### src/rtl/pbp_pkg.sv
package pbp_pkg;

    localparam logic [2:0] MODE_BYPASS   = 3'b000;
    localparam logic [2:0] MODE_PARALLEL = 3'b001;

    localparam logic [7:0] SIG_W8_D8   = 8'h40;
    localparam logic [7:0] SIG_W16_D8  = 8'h60;
    localparam logic [7:0] SIG_W16_D16 = 8'h20;

    typedef enum logic [1:0] {
        PH_IDLE,
        PH_SETUP,
        PH_STROBE,
        PH_HOLD
    } phase_e;

    typedef enum logic [2:0] {
        CS_SAMPLE,
        CS_FETCH,
        CS_READY,
        CS_HALT,
        CS_OFF
    } ctl_state_e;

    typedef struct packed {
        logic width16;
        logic dma16;
        logic bad;
    } sig_info_t;

    typedef struct packed {
        ctl_state_e  state;
        logic [2:0]  mode;
        logic [7:0]  sig;
        logic        width16;
        logic        dma16;
        logic        exec;
        logic        err;
        logic        done;
    } ctl_t;

endpackage

### src/rtl/pbp_sig_decode.sv
module pbp_sig_decode
    import pbp_pkg::*;
(
    input  logic [7:0] sig_i,
    output sig_info_t  info_o
);

    always_comb begin
        info_o = '{width16: 1'b0, dma16: 1'b0, bad: 1'b0};
        case (sig_i)
            SIG_W8_D8:   info_o = '{width16: 1'b0, dma16: 1'b0, bad: 1'b0};
            SIG_W16_D8:  info_o = '{width16: 1'b1, dma16: 1'b0, bad: 1'b0};
            SIG_W16_D16: info_o = '{width16: 1'b1, dma16: 1'b1, bad: 1'b0};
            default:     info_o = '{width16: 1'b0, dma16: 1'b0, bad: 1'b1};
        endcase
    end

endmodule

### src/rtl/pbp_access_timer.sv
module pbp_access_timer
    import pbp_pkg::*;
#(
    parameter int SETUP_CYC  = 4,
    parameter int STROBE_CYC = 15,
    parameter int HOLD_CYC   = 3
) (
    input  logic clk,
    input  logic rst_n,
    input  logic start,
    output logic busy,
    output logic strobe,
    output logic last_strobe,
    output logic last_hold
);

    localparam int MAX_SR  = (SETUP_CYC > STROBE_CYC) ? SETUP_CYC : STROBE_CYC;
    localparam int MAX_CYC = (MAX_SR > HOLD_CYC) ? MAX_SR : HOLD_CYC;
    localparam int CNT_W   = $clog2(MAX_CYC + 1);

    localparam logic [CNT_W-1:0] SETUP_END  = CNT_W'(SETUP_CYC - 1);
    localparam logic [CNT_W-1:0] STROBE_END = CNT_W'(STROBE_CYC - 1);
    localparam logic [CNT_W-1:0] HOLD_END   = CNT_W'(HOLD_CYC - 1);

    typedef struct packed {
        phase_e           phase;
        logic [CNT_W-1:0] cnt;
    } tmr_t;

    tmr_t             tmr_q, tmr_d;
    logic [CNT_W-1:0] end_cnt;

    always_comb begin
        case (tmr_q.phase)
            PH_SETUP:  end_cnt = SETUP_END;
            PH_STROBE: end_cnt = STROBE_END;
            default:   end_cnt = HOLD_END;
        endcase
    end

    always_comb begin
        tmr_d = tmr_q;
        if (tmr_q.phase == PH_IDLE) begin
            if (start) begin
                tmr_d.phase = PH_SETUP;
                tmr_d.cnt   = '0;
            end
        end else if (tmr_q.cnt == end_cnt) begin
            tmr_d.cnt = '0;
            case (tmr_q.phase)
                PH_SETUP:  tmr_d.phase = PH_STROBE;
                PH_STROBE: tmr_d.phase = PH_HOLD;
                default:   tmr_d.phase = PH_IDLE;
            endcase
        end else begin
            tmr_d.cnt = tmr_q.cnt + 1'b1;
        end
    end

    always_ff @(posedge clk or negedge rst_n) begin
        if (!rst_n) begin
            tmr_q <= '{phase: PH_IDLE, cnt: '0};
        end else begin
            tmr_q <= tmr_d;
        end
    end

    assign busy        = (tmr_q.phase != PH_IDLE);
    assign strobe      = (tmr_q.phase == PH_STROBE);
    assign last_strobe = strobe && (tmr_q.cnt == STROBE_END);
    assign last_hold   = (tmr_q.phase == PH_HOLD) && (tmr_q.cnt == HOLD_END);

    // each phase runs for its full length before the next one begins
    a_r3_setup_len: assert property (@(posedge clk) disable iff (!rst_n)
        (tmr_q.phase == PH_STROBE && $past(tmr_q.phase) == PH_SETUP)
        |-> $past(tmr_q.cnt) == SETUP_END);

    a_r3_strobe_len: assert property (@(posedge clk) disable iff (!rst_n)
        (tmr_q.phase == PH_HOLD && $past(tmr_q.phase) == PH_STROBE)
        |-> $past(tmr_q.cnt) == STROBE_END);

    a_r3_hold_len: assert property (@(posedge clk) disable iff (!rst_n)
        (tmr_q.phase == PH_IDLE && $past(tmr_q.phase) == PH_HOLD)
        |-> $past(tmr_q.cnt) == HOLD_END);

endmodule

### src/rtl/pmem_boot_probe.sv
module pmem_boot_probe
    import pbp_pkg::*;
#(
    parameter int          ADDR_W     = 32,
    parameter int          DATA_W     = 16,
    parameter logic [31:0] BASE_ADDR  = 32'h2000_0000,
    parameter int          SETUP_CYC  = 4,
    parameter int          STROBE_CYC = 15,
    parameter int          HOLD_CYC   = 3
) (
    input  logic              clk,
    input  logic              rst_n,
    input  logic [2:0]        mode_i,
    output logic [ADDR_W-1:0] mem_addr_o,
    input  logic [DATA_W-1:0] mem_data_i,
    output logic              mem_cs_n_o,
    output logic              mem_rd_n_o,
    output logic              mem_wr_n_o,
    output logic              res_width16_o,
    output logic              res_dma16_o,
    output logic              res_exec_o,
    output logic [ADDR_W-1:0] res_entry_o,
    output logic              res_error_o,
    output logic              res_done_o
);

    localparam logic [ADDR_W-1:0] BASE = ADDR_W'(BASE_ADDR);

    ctl_t      ctl_q, ctl_d;
    logic      tmr_start;
    logic      tmr_busy, tmr_strobe, tmr_last_strobe, tmr_last_hold;
    sig_info_t sig_info;
    logic      unused_hi;

    assign unused_hi = ^mem_data_i[DATA_W-1:8];

    pbp_access_timer #(
        .SETUP_CYC  (SETUP_CYC),
        .STROBE_CYC (STROBE_CYC),
        .HOLD_CYC   (HOLD_CYC)
    ) i_timer (
        .clk         (clk),
        .rst_n       (rst_n),
        .start       (tmr_start),
        .busy        (tmr_busy),
        .strobe      (tmr_strobe),
        .last_strobe (tmr_last_strobe),
        .last_hold   (tmr_last_hold)
    );

    pbp_sig_decode i_decode (
        .sig_i  (ctl_q.sig),
        .info_o (sig_info)
    );

    always_comb begin
        ctl_d     = ctl_q;
        tmr_start = 1'b0;
        case (ctl_q.state)
            CS_SAMPLE: begin
                ctl_d.mode = mode_i;
                if (mode_i == MODE_BYPASS) begin
                    ctl_d.state   = CS_READY;
                    ctl_d.done    = 1'b1;
                    ctl_d.width16 = 1'b1;
                    ctl_d.exec    = 1'b1;
                end else if (mode_i == MODE_PARALLEL) begin
                    ctl_d.state = CS_FETCH;
                    tmr_start   = 1'b1;
                end else begin
                    ctl_d.state = CS_OFF;
                end
            end
            CS_FETCH: begin
                if (tmr_last_strobe) begin
                    ctl_d.sig = mem_data_i[7:0];
                end
                if (tmr_last_hold) begin
                    if (sig_info.bad) begin
                        ctl_d.state = CS_HALT;
                        ctl_d.err   = 1'b1;
                    end else begin
                        ctl_d.state   = CS_READY;
                        ctl_d.done    = 1'b1;
                        ctl_d.width16 = sig_info.width16;
                        ctl_d.dma16   = sig_info.dma16;
                    end
                end
            end
            default: ;
        endcase
    end

    always_ff @(posedge clk or negedge rst_n) begin
        if (!rst_n) begin
            ctl_q <= '{state: CS_SAMPLE, mode: 3'b000, sig: 8'h00,
                       width16: 1'b0, dma16: 1'b0, exec: 1'b0,
                       err: 1'b0, done: 1'b0};
        end else begin
            ctl_q <= ctl_d;
        end
    end

    assign mem_cs_n_o    = !tmr_busy;
    assign mem_rd_n_o    = !tmr_strobe;
    assign mem_wr_n_o    = 1'b1;
    assign mem_addr_o    = tmr_busy ? BASE : '0;
    assign res_width16_o = ctl_q.width16;
    assign res_dma16_o   = ctl_q.dma16;
    assign res_exec_o    = ctl_q.exec;
    assign res_error_o   = ctl_q.err;
    assign res_done_o    = ctl_q.done;
    assign res_entry_o   = ctl_q.done ? BASE : '0;

    // read strobe only inside an active chip select
    a_r3_rd_in_cs: assert property (@(posedge clk) disable iff (!rst_n)
        !mem_rd_n_o |-> !mem_cs_n_o);

    // the sampled mode never changes after the first cycle
    a_r2_mode_frozen: assert property (@(posedge clk) disable iff (!rst_n)
        (ctl_q.state != CS_SAMPLE) |=> $stable(ctl_q.mode));

    // halt is sticky, flagged and quiet
    a_r8_halt_sticky: assert property (@(posedge clk) disable iff (!rst_n)
        (ctl_q.state == CS_HALT) |=> (ctl_q.state == CS_HALT && res_error_o && mem_cs_n_o));

    // error and done never both set
    a_r8_err_excl: assert property (@(posedge clk) disable iff (!rst_n)
        !(res_done_o && res_error_o));

    // bypass never touches the bus
    a_r9_bypass_quiet: assert property (@(posedge clk) disable iff (!rst_n)
        (ctl_q.state != CS_SAMPLE && ctl_q.mode == MODE_BYPASS) |-> mem_cs_n_o);

    // results hold once done
    a_r11_done_holds: assert property (@(posedge clk) disable iff (!rst_n)
        res_done_o |=> (res_done_o && $stable(res_width16_o) && $stable(res_dma16_o)
                        && $stable(res_exec_o) && mem_cs_n_o));

endmodule

### config.mk
export PLATFORM = sky130hd
export DESIGN_NAME = pmem_boot_probe
export DESIGN_NICKNAME = d
export VERILOG_FILES = /design/src/rtl/pbp_pkg.sv /design/src/rtl/pbp_sig_decode.sv /design/src/rtl/pbp_access_timer.sv /design/src/rtl/pmem_boot_probe.sv
export SDC_FILE = /design/constraint.sdc
export NUM_CORES = 1
export LEC_CHECK = 0
export BUFFER_PORTS_ARGS = -buffer_cell sky130_fd_sc_hd__buf_2
export CORE_ASPECT_RATIO = 1.1
export CORE_MARGIN = 3
export CORE_UTILIZATION = 40
export CTS_CLUSTER_SIZE = 8
export DETAILED_ROUTE_END_ITERATION = 7
export GPL_TIMING_DRIVEN = 1
export PLACE_DENSITY = 0.73
export SETUP_SLACK_MARGIN = 0.05
export SYNTH_ARGS = -nofsm -noshare
export SYNTH_HDL_FRONTEND = slang
export SYNTH_HIERARCHICAL = 1
export SYNTH_SLANG_ARGS = --single-unit
### constraint.sdc
create_clock -name clk -period 1.9 [get_ports clk]
set_input_delay 0.285 -clock clk [delete_from_list [all_inputs] [get_ports clk]]
set_output_delay 0.285 -clock clk [all_outputs]
set_load 0.005 [all_outputs]
==> impl_metrics.ini <==
[routing]
vias = 1033
avgRoutedWirePerCell_um = 10.2
via_per_inst = 4.17
ant_nets = 0
route.detailed.drc = 0
initialDrtViolationCount = 45
routed_wl_um = 2520
first_pass_iters = 4

[synthesis]
ys_seq_elements = 22
synth-edff-count = 0
avgSynthCellArea_um2 = 9.97
yosys_warnings = 6
async_reset_ff_share_pct = 100
synth_cell_types = 41
netlist_area_um2 = 1700
syn_inst = 171
yosysSeqAreaShare_pct = 32.3
ys.flop_type = dfrtp_1

[critical_path]
cp_data_arrival_time_ns = 1.90
worstPathRequired_ns = 2.02
crit_path_end_kind = flip-flop
criticalPathCategory = flip-flop to flip-flop
cp-start-kind = flip-flop
crit_fanout = 3

[min_path]
min_path_type = input pin to flip-flop

[timing]
period_share_pct = 93.6
fin_setup_tns_ns = 0
fin_skew_ns = 0.00127
clock.fmax_ghz = 0.563
rsz0062_at_grt = true
finalHoldViolations = 0
min_period_ns = 1.78
maxSlewViolCount = 0
setup_viol = 0

[floorplan]
row_count = 24
die_x_um = 68.2
dieArea_um2 = 5080
initial_utilization_pct = 42.4
die_y_um = 74.5
pin_count = 93
coreArea_um2 = 4020

[power_and_ir_drop]
p_total_uw = 859
p_per_area_nw_per_um2 = 502
vdd_drop_max_mv = 0.261
leakage_uw = 0.000939

[global_routing]
grt_pass1_wl_um = 3810
overflow = 0
grt_pass1_vias = 847
antenna_found_initial = 0
grt_max_degree = 23
grtUsageTotal_pct = 9.89

[final_layout]
syn2layout_area_growth_pct = 0.514
antenna_cells = 0
layout_common_cells = conb_1, dfrtp_1, buf_2, mux2_4
final_common_cell = conb_1
finish.utilization_pct = 42.6
drive_gt1_share_pct = 26.5
finish.net_count = 224

[clock_tree]
cts_setup_buffers = 0
cts_num_sinks = 22
clock_latency_ns = 0.26
numCtsBuffers = 3
clockBufferDepth = 2
clk_pin_slew_worst_paths_ns = 0.08
cts_tree = built
clock-root-buffer = clkbuf_8
htreeDepth = 1

[placed_design]
gp_congestion = 0.859
place.port_buffers = 21
hpwlAfterDp_um = 2050

[job]
cap_violations = 0

[outcome]
status = complete, no violations
per-stage QoR:
stage,setup slack [ns],instance area (µm²),std cells,hold slack (ns)
after floorplan,0.146,1930,232,-0.0106
after global placement,0.114,1640,243,0.276
after detailed placement,0.0765,1640,243,0.280
after CTS,0.0688,1700,248,0.246
after global routing,0.0154,1710,248,0.237
final,0.123,1710,248,0.253
worst max-delay path, cell delays in order (launching register included):
cell      delay [ns]
dfrtp_1         0.42
nor4_4          0.33
o211ai_1        0.17
or4b_4          0.52
o22ai_2         0.11
a22oi_1         0.10
cells in the mapped netlist, types with 2 or more instances:
cell type / n / share of area (%)
nand3_1: 2 / 0.59
nor3_1: 3 / 0.88
a21o_1: 3 / 1.3
xnor2_1: 2 / 1.0
nor2b_1: 2 / 0.73
buf_4: 65 / 29
nor4_1: 2 / 0.73
ha_1: 6 / 4.4
o32ai_1: 2 / 1.0
o21ai_0: 4 / 1.2
buf_6: 2 / 1.3
inv_1: 8 / 1.8
nand2_1: 5 / 1.1
a21oi_1: 2 / 0.59
nor2_1: 5 / 1.1
o211ai_1: 2 / 0.88
dfrtp_1: 22 / 32
o31ai_1: 2 / 0.88
mux2_4: 8 / 7.0
and3_4: 2 / 1.3
conb_1: 2 / 0.44
final timing paths:
kind	from	to	slack, ns	cells past startpoint
max	ctl_q[12]$_DFFE_PN0P_	res_width16_o$_DFFE_PN0P_	0.12	5
min	mem_data_i[1]	ctl_q[6]$_DFFE_PN0P_	0.25	2
max reg2reg	ctl_q[12]$_DFFE_PN0P_	res_width16_o$_DFFE_PN0P_	0.12	5
min reg2reg	res_exec_o$_DFFE_PN0P_	res_exec_o$_DFFE_PN0P_	0.45	1
max in group asynchronous	rst_n	ctl_q[6]$_DFFE_PN0P_	1.06	2
min in group asynchronous	rst_n	res_exec_o$_DFFE_PN0P_	0.51	2
routing by layer:
layer	part of all wire (%)	wire length, µm	vias up	global-route usage [%]
li1	-	-	502	-
met1	41	1040	477	12.8
met2	49	1230	50	15.8
met3	9.5	239	4	3.17
met4	0.67	17	0	2.65
met5	0	0	-	0
state kept, by name (all words and copies together) (netlist names):
| name | count |
|---|---|
| ctl_q | 11 |
| res_error_o | 1 |
| res_exec_o | 1 |
| res_dma16_o | 1 |
| res_width16_o | 1 |
| res_done_o | 1 |
| i_timer/tmr_q | 6 |
kinds of logic after synthesis:
kind of cell               synth area share, %
AOI/OAI and AO/OA                         9.99
buffers and inverters                     32.2
xor gates and xnor gates                  1.03
muxes                                     8.96
adders and majority gates                 4.41
and+or+nand+nor                           10.6
other                                    0.441
DFF                                       32.3
where the power goes:
part	switching [µW]	total (µW)	internal (µW)
logic	45.4	57.8	12.4
registers	1.62	471	469
clock network	146	330	184
total	193	859	666
what timing repair did:
item,CTS,global route
gates resized for setup,0,3
setup endpoints to repair,0,12
endpoints found under the hold margin,22,0
hold buffers,1,0
cell type report:
class,count,area (µm²)
multi-input combinational,133,845
inverter,8,30.0
clock buffer,4,55.1
tap,52,65.1
fill,418,2310
sequential,22,551
timing repair buffer,29,168
Note: power is estimated with default switching activity, not from simulation.
